[config.mk]
export PLATFORM = sky130hd
export DESIGN_NAME = gpio_port
export DESIGN_NICKNAME = d
export VERILOG_FILES = /design/src/rtl/gpio_port_pkg.sv /design/src/rtl/gpio_in_filter.sv /design/src/rtl/gpio_irq.sv /design/src/rtl/gpio_key_rst.sv /design/src/rtl/gpio_port.sv
export SDC_FILE = /design/constraint.sdc
export NUM_CORES = 1
export LEC_CHECK = 0
export CAP_MARGIN = 30
export CORE_MARGIN = 3
export CORE_UTILIZATION = 55
export CTS_CLUSTER_DIAMETER = 80
export DETAILED_ROUTE_END_ITERATION = 10
export DONT_BUFFER_PORTS = 1
export PLACE_DENSITY = 0.84
export SYNTH_ARGS = -nofsm -noshare
export SYNTH_HDL_FRONTEND = slang
export SYNTH_SLANG_ARGS = --single-unit
[constraint.sdc]
create_clock -name clk -period 2.6 [get_ports clk]
set_input_delay 0.13 -clock clk [delete_from_list [all_inputs] [get_ports clk]]
set_output_delay 0.13 -clock clk [all_outputs]
set_load 0.01 [all_outputs]
[src/rtl/gpio_port_pkg.sv]
package gpio_port_pkg;
  typedef enum logic [3:0] {
    A_DOUT  = 4'd0,
    A_OEN   = 4'd1,
    A_IEN   = 4'd2,
    A_PUEN  = 4'd3,
    A_FSEL  = 4'd4,
    A_EDGE  = 4'd5,
    A_MASK  = 4'd6,
    A_FLAG  = 4'd7,
    A_FILT  = 4'd8,
    A_KSEL  = 4'd9,
    A_PIN   = 4'd10
  } gpio_addr_e;
endpackage

[src/rtl/gpio_in_filter.sv]
module gpio_in_filter #(
  parameter int CFG_W = 3
) (
  input  logic             clk,
  input  logic             rst_n,
  input  logic             pin_async,
  input  logic [CFG_W-1:0] cfg,
  output logic             sync_o,
  output logic             filt_o
);
  localparam int CNT_W = 2 ** CFG_W;

  logic             meta_q, sync_q, filt_q;
  logic [CNT_W-1:0] cnt_q;
  logic [CNT_W:0]   lim;

  always_comb begin
    if (cfg == '0) lim = '0;
    else lim = ({{CNT_W{1'b0}}, 1'b1} << (int'(cfg) + 1)) - {{CNT_W{1'b0}}, 1'b1};
  end

  always_ff @(posedge clk) begin
    if (!rst_n) begin
      meta_q <= 1'b1;
      sync_q <= 1'b1;
      filt_q <= 1'b1;
      cnt_q  <= '0;
    end else begin
      meta_q <= pin_async;
      sync_q <= meta_q;
      if (sync_q == filt_q) begin
        cnt_q <= '0;
      end else if ({1'b0, cnt_q} == lim) begin
        filt_q <= sync_q;
        cnt_q  <= '0;
      end else begin
        cnt_q <= cnt_q + 1'b1;
      end
    end
  end

  assign sync_o = sync_q;
  assign filt_o = filt_q;

  AST_FILT_TAKES_SYNC: assert property (@(posedge clk) disable iff (!rst_n)
    !$stable(filt_q) |-> filt_q == $past(sync_q));
endmodule

[src/rtl/gpio_irq.sv]
module gpio_irq #(
  parameter int W = 8
) (
  input  logic         clk,
  input  logic         rst_n,
  input  logic [W-1:0] filt,
  input  logic [W-1:0] ien,
  input  logic [W-1:0] fall_sel,
  input  logic [W-1:0] mask,
  input  logic         clr_we,
  input  logic [W-1:0] clr_bits,
  output logic [W-1:0] flags,
  output logic         irq
);
  logic [W-1:0] filt_d, flags_q, hit, clr;

  assign hit = ien & (filt ^ filt_d) & (fall_sel ^ filt);
  assign clr = clr_we ? clr_bits : '0;

  always_ff @(posedge clk) begin
    if (!rst_n) begin
      filt_d  <= '1;
      flags_q <= '0;
    end else begin
      filt_d  <= filt;
      flags_q <= (flags_q & ~clr) | hit;
    end
  end

  assign flags = flags_q;
  assign irq   = |(flags_q & mask);

  AST_FLAG_NEEDS_EDGE: assert property (@(posedge clk) disable iff (!rst_n)
    ((flags_q & ~$past(flags_q) & ~$past(hit)) == '0));
  AST_FLAG_NO_DISABLED: assert property (@(posedge clk) disable iff (!rst_n)
    ((flags_q & ~$past(flags_q) & ~$past(ien)) == '0));
endmodule

[src/rtl/gpio_key_rst.sv]
module gpio_key_rst #(
  parameter int W    = 8,
  parameter int HOLD = 4
) (
  input  logic         clk,
  input  logic         rst_n,
  input  logic [W-1:0] filt,
  input  logic [W-1:0] sel,
  output logic         req
);
  localparam int CW = $clog2(HOLD + 1);
  localparam logic [CW-1:0] TOP  = CW'(HOLD);
  localparam logic [CW-1:0] LAST = CW'(HOLD - 1);

  logic          cond, req_q;
  logic [CW-1:0] cnt_q;

  assign cond = (sel != '0) && ((filt & sel) == '0);

  always_ff @(posedge clk) begin
    if (!rst_n) begin
      cnt_q <= '0;
      req_q <= 1'b0;
    end else begin
      req_q <= cond && (cnt_q == LAST);
      if (!cond) cnt_q <= '0;
      else if (cnt_q != TOP) cnt_q <= cnt_q + 1'b1;
    end
  end

  assign req = req_q;

  AST_KRST_ONE_CYCLE: assert property (@(posedge clk) disable iff (!rst_n)
    req_q |=> !req_q);
  AST_KRST_HELD: assert property (@(posedge clk) disable iff (!rst_n)
    req_q |-> $past(cond));
  AST_KRST_NEEDS_SEL: assert property (@(posedge clk) disable iff (!rst_n)
    req_q |-> $past(sel != '0));
endmodule

[src/rtl/gpio_port.sv]
module gpio_port
  import gpio_port_pkg::*;
#(
  parameter int W     = 8,
  parameter int CFG_W = 3,
  parameter int HOLD  = 4,
  parameter int AW    = 4
) (
  input  logic          clk,
  input  logic          rst_n,
  input  logic          reg_we,
  input  logic [AW-1:0] reg_addr,
  input  logic [W-1:0]  reg_wdata,
  output logic [W-1:0]  reg_rdata,
  input  logic [W-1:0]  pad_in,
  output logic [W-1:0]  pad_out,
  output logic [W-1:0]  pad_oe,
  output logic [W-1:0]  pad_pu,
  input  logic [W-1:0]  per_out,
  input  logic [W-1:0]  per_oe,
  output logic [W-1:0]  per_in,
  output logic          irq,
  output logic          key_rst_req
);
  logic [W-1:0]     dout_q, oen_q, ien_q, pu_q, fsel_q, edge_q, mask_q, ksel_q;
  logic [CFG_W-1:0] filt_cfg_q;
  logic [W-1:0]     sync_v, filt_v, flags;
  gpio_addr_e       addr;

  assign addr = gpio_addr_e'(reg_addr);

  always_ff @(posedge clk) begin
    if (!rst_n) begin
      dout_q     <= '0;
      oen_q      <= '0;
      ien_q      <= '1;
      pu_q       <= '0;
      fsel_q     <= '0;
      edge_q     <= '0;
      mask_q     <= '0;
      ksel_q     <= '0;
      filt_cfg_q <= '0;
    end else if (reg_we) begin
      case (addr)
        A_DOUT: dout_q     <= reg_wdata;
        A_OEN:  oen_q      <= reg_wdata;
        A_IEN:  ien_q      <= reg_wdata;
        A_PUEN: pu_q       <= reg_wdata;
        A_FSEL: fsel_q     <= reg_wdata;
        A_EDGE: edge_q     <= reg_wdata;
        A_MASK: mask_q     <= reg_wdata;
        A_KSEL: ksel_q     <= reg_wdata;
        A_FILT: filt_cfg_q <= reg_wdata[CFG_W-1:0];
        default: ;
      endcase
    end
  end

  for (genvar i = 0; i < W; i++) begin : g_pin
    gpio_in_filter #(.CFG_W(CFG_W)) u_filt (
      .clk(clk), .rst_n(rst_n), .pin_async(pad_in[i]), .cfg(filt_cfg_q),
      .sync_o(sync_v[i]), .filt_o(filt_v[i])
    );
    assign pad_out[i] = fsel_q[i] ? per_out[i] : dout_q[i];
    assign pad_oe[i]  = fsel_q[i] ? per_oe[i]  : oen_q[i];
  end

  assign pad_pu = pu_q;
  assign per_in = sync_v & ien_q;

  gpio_irq #(.W(W)) u_irq (
    .clk(clk), .rst_n(rst_n), .filt(filt_v), .ien(ien_q), .fall_sel(edge_q),
    .mask(mask_q), .clr_we(reg_we && addr == A_FLAG), .clr_bits(reg_wdata),
    .flags(flags), .irq(irq)
  );

  gpio_key_rst #(.W(W), .HOLD(HOLD)) u_key (
    .clk(clk), .rst_n(rst_n), .filt(filt_v), .sel(ksel_q), .req(key_rst_req)
  );

  always_comb begin
    case (addr)
      A_DOUT:  reg_rdata = dout_q;
      A_OEN:   reg_rdata = oen_q;
      A_IEN:   reg_rdata = ien_q;
      A_PUEN:  reg_rdata = pu_q;
      A_FSEL:  reg_rdata = fsel_q;
      A_EDGE:  reg_rdata = edge_q;
      A_MASK:  reg_rdata = mask_q;
      A_FLAG:  reg_rdata = flags;
      A_FILT:  reg_rdata = W'(filt_cfg_q);
      A_KSEL:  reg_rdata = ksel_q;
      A_PIN:   reg_rdata = filt_v & ien_q;
      default: reg_rdata = '0;
    endcase
  end

  AST_IRQ_HAS_SOURCE: assert property (@(posedge clk) disable iff (!rst_n)
    irq |-> (mask_q != '0));
  AST_PU_TRACKS_REG: assert property (@(posedge clk) disable iff (!rst_n)
    (reg_we && addr == A_PUEN) |=> pad_pu == $past(reg_wdata));
endmodule

=== After elaboration in Yosys (flattened, before gate mapping) ===
Index checks and enable logic that the tools add are counted.

* $add $sub $neg: 11
* Equal/unequal tests: 28
* Shift operators: 1
* Mux-type cells: 19
* Bitwise gates (word level): 20
* Reductions and logical operators: 34

{| class="wikitable"
|+ Operators by type and width
! operator !! count
|-
| 8-bit case mux with 11 select lines || 1
|-
| 8-bit by 9-bit == test with 1-bit output || 8
|-
| 8-bit by 1-bit adder with 8-bit output, second input constant || 8
|-
| 8-bit bitwise AND || 7
|-
| 2-bit AND reduction || 18
|-
| 1-bit by 32-bit << shifter with 9-bit output, first input constant || 1
|-
| 3-bit OR reduction || 8
|-
| 4-bit by 3-bit == test with 1-bit output, second input constant || 4
|-
| 1-bit 2-to-1 mux || 16
|-
| 8-bit bitwise XOR || 2
|-
| 4-bit == test, second input constant || 3
|-
| 9-bit 2-to-1 mux || 1
|-
| 1-bit inverter || 9
|-
| 9-bit by 1-bit subtractor with 9-bit output, second input constant || 1
|-
| 1-bit == test || 8
|-
| 4-bit by 2-bit == test with 1-bit output, second input constant || 2
|-
| 8-bit zero test || 1
|-
| 8-bit 2-to-1 mux || 1
|-
| 8-bit inverter || 1
|-
| 8-bit OR || 1
|-
| 8-bit nonzero test || 1
|-
| 8-bit OR reduction || 1
|-
| 3-bit by 1-bit adder with 4-bit output, second input constant || 1
|-
| 4-bit by 1-bit == test with 1-bit output, second input constant || 1
|-
| other kinds (6) || 8
|}

* Flip-flop bits (word level): 175
* Logic and storage cells: 158

=== Depth between registers and ports, before layout ===
Gate-level depths: netlist of the first run.

* Word-level depth: 6
* Mapped depth: 12
* Mapped depth without buffers: 8

=== Cells and area by module ===
From an unflattened synthesis of the first run, not the netlist that was laid out.

* Cells, all modules: 1125
* Area total of the unflattened synthesis: 10201.0 µm²

{| class="wikitable"
|+ Modules (own cells, without submodules)
! module !! times used !! cells an instance !! area each (µm²) !! sequential area each (µm²)
|-
| gpio_in_filter || 8 || 82 || 706.9 || 220.2
|-
| gpio_port || 1 || 381 || 3601.0 || 1341.3
|-
| gpio_irq || 1 || 62 || 704.4 || 320.3
|-
| gpio_key_rst || 1 || 26 || 240.2 || 80.1
|}

=== Least setup slack after synthesis of the first run ===
Ideal clock, no wire load.

* Path kind: reg-to-reg
* From: reg filt_cfg_q[2]
* To: reg g_pin[7].u_filt.filt_q
* Arrival: 2630 ps
* Required time: 2479 ps
* Setup slack: -151 ps
* Cell stages (with the launch flop): 10
* Path buffers: 2
* Cell sequence: dfxtp_1 -> buf_6 -> or3_1 -> buf_6 -> ha_1 -> or3b_2 -> a21o_1 -> xnor2_1 -> nor4_4 -> mux2_4

* Longest elaborated chain between the ends: 6
* Elaborated cells between the ends (all ways): 7
* Those cells by class: 2 x add/sub; 1 x eq/ne; 1 x shift; 1 x mux; 2 x reduce/logical

{| class="wikitable"
|+ RTL lines
! what !! RTL line !! RTL
|-
| start, declared || gpio_port.sv:26 || <nowiki>logic [CFG_W-1:0] filt_cfg_q;</nowiki>
|-
| start signal, assigned || gpio_port.sv:53 || <nowiki>A_FILT: filt_cfg_q <= reg_wdata[CFG_W-1:0];</nowiki>
|-
| 3-bit by 1-bit adder with 4-bit output || gpio_in_filter.sv:19 || <nowiki>else lim = ({{CNT_W{1'b0}}, 1'b1} << (int'(cfg) + 1)) - {{CNT_W{1'b0}}, 1'b1};</nowiki>
|-
| 1-bit by 32-bit << shifter with 9-bit output || gpio_in_filter.sv:19 ||
|-
| 9-bit by 1-bit subtractor with 9-bit output || gpio_in_filter.sv:19 ||
|-
| 9-bit 2-to-1 mux * || gpio_in_filter.sv:18 || <nowiki>if (cfg == '0) lim = '0;</nowiki>
|-
| 8-bit by 9-bit == test with 1-bit output * || gpio_in_filter.sv:33 || <nowiki>end else if ({1'b0, cnt_q} == lim) begin</nowiki>
|-
| 2-bit AND reduction (no source line) * || n/a ||
|-
| end signal, assigned || gpio_in_filter.sv:34 || <nowiki>filt_q <= sync_q;</nowiki>
|-
| end, declared || gpio_in_filter.sv:13 || <nowiki>logic meta_q, sync_q, filt_q;</nowiki>
|}

Every way passes the cells marked *; elsewhere a longest branch is shown, timed or not.
A chain may end at the register's enable or synchronous reset.

=== Worst setup path after layout of the first run ===
* From: reg filt_cfg_q[1]
* To: reg g_pin[7].u_filt.filt_q

Same word-level chain as after synthesis.

==> flow_metrics.tcl, run 1 <==
set metrics [dict create \
    final_util 0.6241 \
    fin_worst_skew_ns 0.006803 \
    gr-total-overflow 0 \
    slew_headroom 0.3462 \
    synthFlopType "dfxtp_1" \
    leakagePower_nw 3.549 \
    path_buf_inv 0 \
    dp.cells 1264 \
    die-area_sq_um 18700 \
    drive_gt1_frac 0.09580 \
    synthesis.nets 1142 \
    preCtsSetupSlack_ns 0.05583 \
    startpoint "filt_cfg_q[1]$_SDFFE_PN0P_" \
    period_minus_slack_ns 2.517 \
    hpwlAfterDp_mm 16.49 \
    worstSetupPathType "register to register" \
    synth_area_sq_um 9404 \
    grt_pass1_wl_mm 38.76 \
    worst_pin_slew_ns 0.9772 \
    antenna_found_initial 1 \
    cp_slowest_cell "or3b_2" \
    place.gp.congestion 0.9087 \
    firstDrtPassIters 6 \
    syn2layout_area_growth_pct 10.44 \
    hold_viol 0 \
    synth_seq_cells 175 \
    tns_ns 0 \
    cts.sinks 175 \
    io-pin-count 81 \
    cts_tree "built" \
    htree_levels 4 \
    worst_r2r_startpoint "filt_cfg_q[1]$_SDFFE_PN0P_" \
    dr.first_iter.drc_count 968 \
    cp_data_required_time_ns 2.92 \
    core_area_sq_um 16640 \
    path_cells "or3_4 -> ha_4 -> or3b_2 -> a21o_1 -> xnor2_2 -> nor4_4 -> mux2_4" \
    avgViaCountPerCell 6.206 \
    sw_frac_of_total 0.2399 \
    hp-class "input pin to register" \
    path_clk_slew_ns 0.07 \
    p_comb_frac 0.065 \
    ys_warn_count 0 \
    wl_mm 24.77 \
    internal_power_w 0.004310 \
    dieHeight_um 136.8 \
    ys_seq_area_frac 0.3725 \
    wire_per_inst_um 18.81 \
    grt_pass1_vias 7384 \
    root_buffer "clkbuf_16" \
    worstSkewPairLatency_ns 0.43 \
    period_share 0.9679 \
    ant_nets 0 \
    synthArstFlopShare 0 \
    synth_edf_count 0 \
    status "finished clean" \
    syn_avg_cell_area_sq_um 8.620 \
    nets 1134 \
    synthCells 1091 \
    initial_core_util 0.5651 \
    slowest_delay_ns 0.44 \
    endpoint_kind "register" \
    power_switching_w 0.001360 \
    worst_slack_ns 0.08350 \
    holdCritStartpoint "rst_n" \
    vdd_drop_max_v 0.0004648 \
    max_freq_ghz 0.3974 \
    grt_max_degree 109 \
    final_cells 1317 \
    cts_setup_buffers 0 \
    drcViolationCount 0 \
    worstSetupStartpointType "register" \
    p_seq_frac 0.486 \
    maxCapViolCount 0 \
    cts_buffers 17 \
    path_max_fanout 11 \
    path_delay_family "simple AND/OR/NAND/NOR gates" \
    p_per_area_nw_per_um2 545.9 \
    grt_setup_unrepaired "no" \
    track_usage 0.2632 \
    num_vias 8173 \
    fillers 1373 \
    cp.arrival_ns 2.83 \
    fp.dieW_um 136.8 \
    setup_violations 0 \
    drv_slew 0 \
    num_rows 47 \
    p_clk_frac 0.448 \
    clockBufferDepth 2 \
    place.port_buffers 0 \
    synth_cell_types 79 \
]
[cell type report]
cell class              instances  area (sq um)  share of cell area
flip-flops and latches        175          3505              0.3374
clock inverters                14         152.6             0.01470
multi-input cells             828          5563              0.5356
clock buffers                  18         429.2             0.04132
inverters                      22         82.58            0.007951
repair buffers                 39         376.6             0.03626
diodes                          1         2.502           0.0002409
well taps                     220         275.3             0.02650
[sequential cells by signal, indices dropped and copies added, names as in the netlist]
name and count:
g_pin.u_filt.cnt_q 64, dout_q 8, edge_q 8, fsel_q 8, g_pin.u_filt.filt_o 8, g_pin.u_filt.meta_q 8
g_pin.u_filt.sync_o 8, ien_q 8, ksel_q 8, mask_q 8, oen_q 8, pad_pu 8
u_irq.filt_d 8, u_irq.flags 8, filt_cfg_q 3, u_key.cnt_q 3, u_key.req 1
[placed cells by master (no fill, tap or decap), types with 4 or more instances in the layout]
cell type | synthesis | routed
mux2_1 | 4 | 4
nand2b_1 | 44 | 44
a31oi_1 | 9 | 9
o22ai_1 | 5 | 5
o32ai_1 | 6 | 6
dlygate4sd3_1 | 0 | 19
a22oi_1 | 22 | 22
o211ai_1 | 5 | 5
buf_4 | 0 | 17
xnor2_1 | 35 | 34
nor3_1 | 24 | 24
dfxtp_1 | 175 | 174
nand3_1 | 60 | 59
a21boi_0 | 18 | 18
nor2b_1 | 69 | 68
clkbuf_16 | 0 | 17
ha_1 | 12 | 11
a22o_1 | 6 | 6
mux2i_1 | 62 | 62
a21oi_1 | 31 | 30
inv_1 | 22 | 22
and3_1 | 15 | 15
xor2_1 | 42 | 42
nand2_1 | 87 | 87
nor3b_1 | 7 | 7
or2_2 | 6 | 6
mux2_2 | 22 | 22
inv_6 | 0 | 5
o21ai_0 | 37 | 37
and2_1 | 11 | 11
or3_1 | 5 | 4
nor2_1 | 101 | 101
o21bai_1 | 5 | 5
a221oi_1 | 7 | 7
nand4_1 | 5 | 5
[worst reg2reg max path, stage by stage (launching register included)]
cell	delay (ns)
dfxtp_1	0.35
or3_4	0.40
ha_4	0.22
or3b_2	0.44
a21o_1	0.21
xnor2_2	0.16
nor4_4	0.31
mux2_4	0.32
[routing by layer]
layer,GRT usage,vias to the layer above,part of all wire
met5,0,-,0
met4,0.1019,0,0.030
met3,0.06360,69,0.097
met2,0.4017,474,0.45
met1,0.3601,3819,0.42
li1,-,3811,-
[through the flow]
step                cell area, sq um  hold WS, ns  total power, W
CTS                            10330      0.01068        0.005681
global placement                9542       0.2236        0.003093
global route                   10390      0.02379        0.005829
detailed placement              9542       0.2285        0.003101
finish                         10390      0.02567        0.005670
floorplan                       9424       0.2207        0.003079
[logic make-up (layout without fill, tap and decap cells)]
group	Yosys count	in the layout	share of synthesized area
simple gates	453	453	0.2468
compound gates	191	191	0.1424
flops	175	175	0.3725
mux	92	92	0.1059
buf+inv	88	93	0.04218
xor+xnor	77	77	0.07171
fa+ha+maj	14	14	0.01809
other cells	1	2	0.0003988
[power groups by stage]
stage | clock network (W) | registers (W) | logic [W]
floorplan | 0 | 0.00280 | 0.000279
global placement | 0 | 0.00282 | 0.000278
detailed placement | 0 | 0.00282 | 0.000284
CTS | 0.00257 | 0.00276 | 0.000356
global route | 0.00267 | 0.00276 | 0.000395
finish | 0.00254 | 0.00276 | 0.000370
[Yosys cell counts, drive strengths merged, types with 9 or more instances]
| cell type | count | area (sq um) |
|---|---|---|
| nor3 | 25 | 130.1 |
| nand3 | 60 | 300.3 |
| a31oi | 9 | 56.30 |
| xor2 | 42 | 367.9 |
| o21ai | 39 | 198.9 |
| a21boi | 18 | 135.1 |
| xnor2 | 35 | 306.5 |
| and2 | 11 | 68.82 |
| mux2i | 62 | 620.6 |
| buf | 24 | 156.4 |
| clkbuf | 42 | 157.7 |
| nor2b | 69 | 431.7 |
| a21oi | 31 | 155.2 |
| dfxtp | 175 | 3503 |
| a22oi | 22 | 165.2 |
| ha | 12 | 150.1 |
| nor2 | 104 | 402.9 |
| inv | 22 | 82.58 |
| nand2b | 44 | 275.3 |
| nand2 | 87 | 326.6 |
| mux2 | 27 | 307.8 |
| and3 | 16 | 101.4 |
[path summary, 6_finish.rpt]
path | endpoint | slack [ns] | cells past startpoint
hold / removal | g_pin[2].u_filt.cnt_q[5]$_SDFF_PP0_ | 0.03 | 2
setup / recovery | g_pin[7].u_filt.filt_o$_SDFFE_PN1P_ | 0.08 | 7
setup reg to reg | g_pin[7].u_filt.filt_o$_SDFFE_PN1P_ | 0.08 | 7
hold reg to reg | g_pin[4].u_filt.sync_o$_SDFF_PN1_ | 0.41 | 1
[what timing repair did]
| action | 4_1_cts | 5_1_grt |
|---|---|---|
| hold endpoints to repair | 122 | 8 |
| hold buffers | 19 | 1 |
| setup endpoints to repair | 0 | 42 |
| resized for setup | 0 | 8 |
(Power assumes the default switching activity.)
==> run 2, diff against run 1 <==
--- a/config.mk
+++ b/config.mk
@@ -6,12 +6,12 @@
 export NUM_CORES = 1
 export LEC_CHECK = 0
 export CAP_MARGIN = 30
-export CORE_MARGIN = 3
-export CORE_UTILIZATION = 55
+export CORE_MARGIN = 2
+export CORE_UTILIZATION = 35
 export CTS_CLUSTER_DIAMETER = 80
 export DETAILED_ROUTE_END_ITERATION = 10
 export DONT_BUFFER_PORTS = 1
-export PLACE_DENSITY = 0.84
+export PLACE_DENSITY = 0.62
 export SYNTH_ARGS = -nofsm -noshare
 export SYNTH_HDL_FRONTEND = slang
 export SYNTH_SLANG_ARGS = --single-unit
==> run 2 against run 1 <==
Design area rose by 1.7%; clock power up 6%; global-route usage shrank 7.8 points; fmax is 1.1% higher; hold slack got worse by 0.0061 ns; critical path type unchanged; register-to-register slack better by 0.03 ns; sequential power is essentially flat; final cell count increased by 9.0%; sequential cell count unchanged.
==> flow_metrics.tcl, run 2 (same netlist as run 1, synthesis figures left out) <==
set metrics [dict create \
    cts_tree "built" \
    ant_nets 0 \
    period_minus_slack_ns 2.490 \
    period_share 0.9578 \
    die-area_sq_um 28200 \
    clockBufferDepth 2 \
    grt_pass1_wl_mm 41.32 \
    status "finished clean" \
    dp.cells 1384 \
    initial_core_util 0.3588 \
    antenna_found_initial 3 \
    final_cells 1436 \
    hp-class "input pin to register" \
    hpwlAfterDp_mm 17.85 \
    htree_levels 4 \
    track_usage 0.1851 \
    num_vias 7826 \
    wire_per_inst_um 18.14 \
    fillers 2596 \
    worst_pin_slew_ns 0.8499 \
    cp.arrival_ns 2.81 \
    maxCapViolCount 0 \
    final_common_cell "dfxtp_1" \
    place.gp.congestion 0.8388 \
    worst_r2r_startpoint "filt_cfg_q[2]$_SDFFE_PN0P_" \
    n_antenna_cell 0 \
    endpoint_kind "register" \
    tns_ns 0 \
    grt_pass1_vias 7218 \
    multi_input_comb_area_sq_um 5537 \
    path_max_fanout 11 \
    worstSetupStartpointType "register" \
    place.port_buffers 0 \
    num_rows 59 \
    wl_mm 26.05 \
    dieHeight_um 167.9 \
    most-common-layout-cells "dfxtp_1 (174), nor2_1 (101), nand2_1 (86), nor2b_1 (69), mux2i_1 (62)" \
    r2r_end "g_pin[7].u_filt.filt_o$_SDFFE_PN1P_" \
    cts_buffers 17 \
    root_buffer "clkbuf_16" \
    worstSetupPathType "register to register" \
    vdd_drop_max_v 0.0003927 \
    worstSkewPairLatency_ns 0.43 \
    max_freq_ghz 0.4016 \
    drive_gt1_frac 0.09809 \
    setup_violations 0 \
    drv_slew 0 \
    cp_data_required_time_ns 2.92 \
    top_register "g_pin.u_filt.cnt_q" \
    fp.dieW_um 167.9 \
    rr_worst_depth 7 \
    worst_slack_ns 0.1097 \
    io-pin-count 81 \
    gr-total-overflow 0 \
    grt_setup_unrepaired "no" \
    avgViaCountPerCell 5.450 \
    largest_register_ffs 64 \
    drcViolationCount 0 \
    r2r_setup_slack_ns 0.11 \
    cts.sinks 175 \
    fin_worst_skew_ns 0.008461 \
    cts_setup_buffers 0 \
    preCtsSetupSlack_ns 0.06728 \
    path_clk_slew_ns 0.07 \
    core_area_sq_um 26210 \
    startpoint "filt_cfg_q[2]$_SDFFE_PN0P_" \
    nets 1139 \
    firstDrtPassIters 5 \
    dr.first_iter.drc_count 798 \
    crit_end "g_pin[7].u_filt.filt_o$_SDFFE_PN1P_" \
    total_power_w 0.005811 \
    leakagePower_nw 3.591 \
    grt_max_degree 109 \
    seq_area_sq_um 3505 \
    syn2layout_area_growth_pct 12.28 \
    hold_viol 0 \
    slew_headroom 0.4313 \
    p_per_area_nw_per_um2 550.3 \
]
## run 2: worst min path at each step
| stage | start | slack, ns | to | cells after the start |
|---|---|---|---|---|
| after global placement | rst_n | 0.22 | ien_q[3]$_SDFFE_PN1P_ | 1 |
| after floorplan | rst_n | 0.22 | u_irq.filt_d[4]$_SDFF_PN1_ | 1 |
| after CTS | rst_n | 0.01 | g_pin[7].u_filt.cnt_q[6]$_SDFF_PP0_ | 2 |
| after global routing | rst_n | 0.02 | g_pin[1].u_filt.cnt_q[0]$_SDFF_PP0_ | 3 |
| after detailed placement | rst_n | 0.22 | ien_q[3]$_SDFFE_PN1P_ | 1 |
| final | rst_n | 0.02 | g_pin[7].u_filt.cnt_q[1]$_SDFF_PP0_ | 2 |
## run 2: per-layer routing
| metal | track usage | vias to the layer above | wire length [um] |
|---|---|---|---|
| met5 | 0 | - | 30 |
| met4 | 0.04083 | 6 | 296 |
| met3 | 0.04890 | 28 | 1627 |
| met2 | 0.3033 | 233 | 12260 |
| met1 | 0.2449 | 3743 | 11830 |
| li1 | - | 3816 | - |
## run 2: timing repair
action / 4_1_cts / 5_1_grt
gates resized for setup: 0 / 5
endpoints found under the setup margin: 0 / 28
hold buffers: 19 / 1
hold endpoints to repair: 122 / 8
## run 2: critical path, stage by stage (launching register included)
cell and delay, ns:
dfxtp_2 0.32, or3_4 0.40, ha_4 0.21, or3b_2 0.44, a21o_1 0.21, xnor2_2 0.16
nor4_4 0.31, mux2_4 0.32
## run 2: area by class of cell
class	instances	area share
clock buffers	19	0.04195
clock inverters	13	0.01588
inverters	22	0.007821
multi-input cells	828	0.5244
flip-flops and latches	175	0.3319
well taps	335	0.03970
repair buffers	44	0.03839
## run 2: stage by stage
stage                     hold WS (ns)  utilization  area [sq um]
after floorplan                 0.2207            -          9424
after global placement          0.2157       0.3705          9711
after detailed placement        0.2159       0.3705          9711
after CTS                      0.01036       0.4018         10530
after global routing           0.02367       0.4029         10560
final                          0.01957       0.4029         10560
## run 2: where the power goes
group	switching [W]	internal [W]	total, W	leakage, nW
clock network	0.00120	0.00149	0.00268	0.302
logic	0.000207	0.000162	0.000370	1.87
registers	0.0000420	0.00272	0.00276	1.42
total	0.00145	0.00436	0.00581	3.59
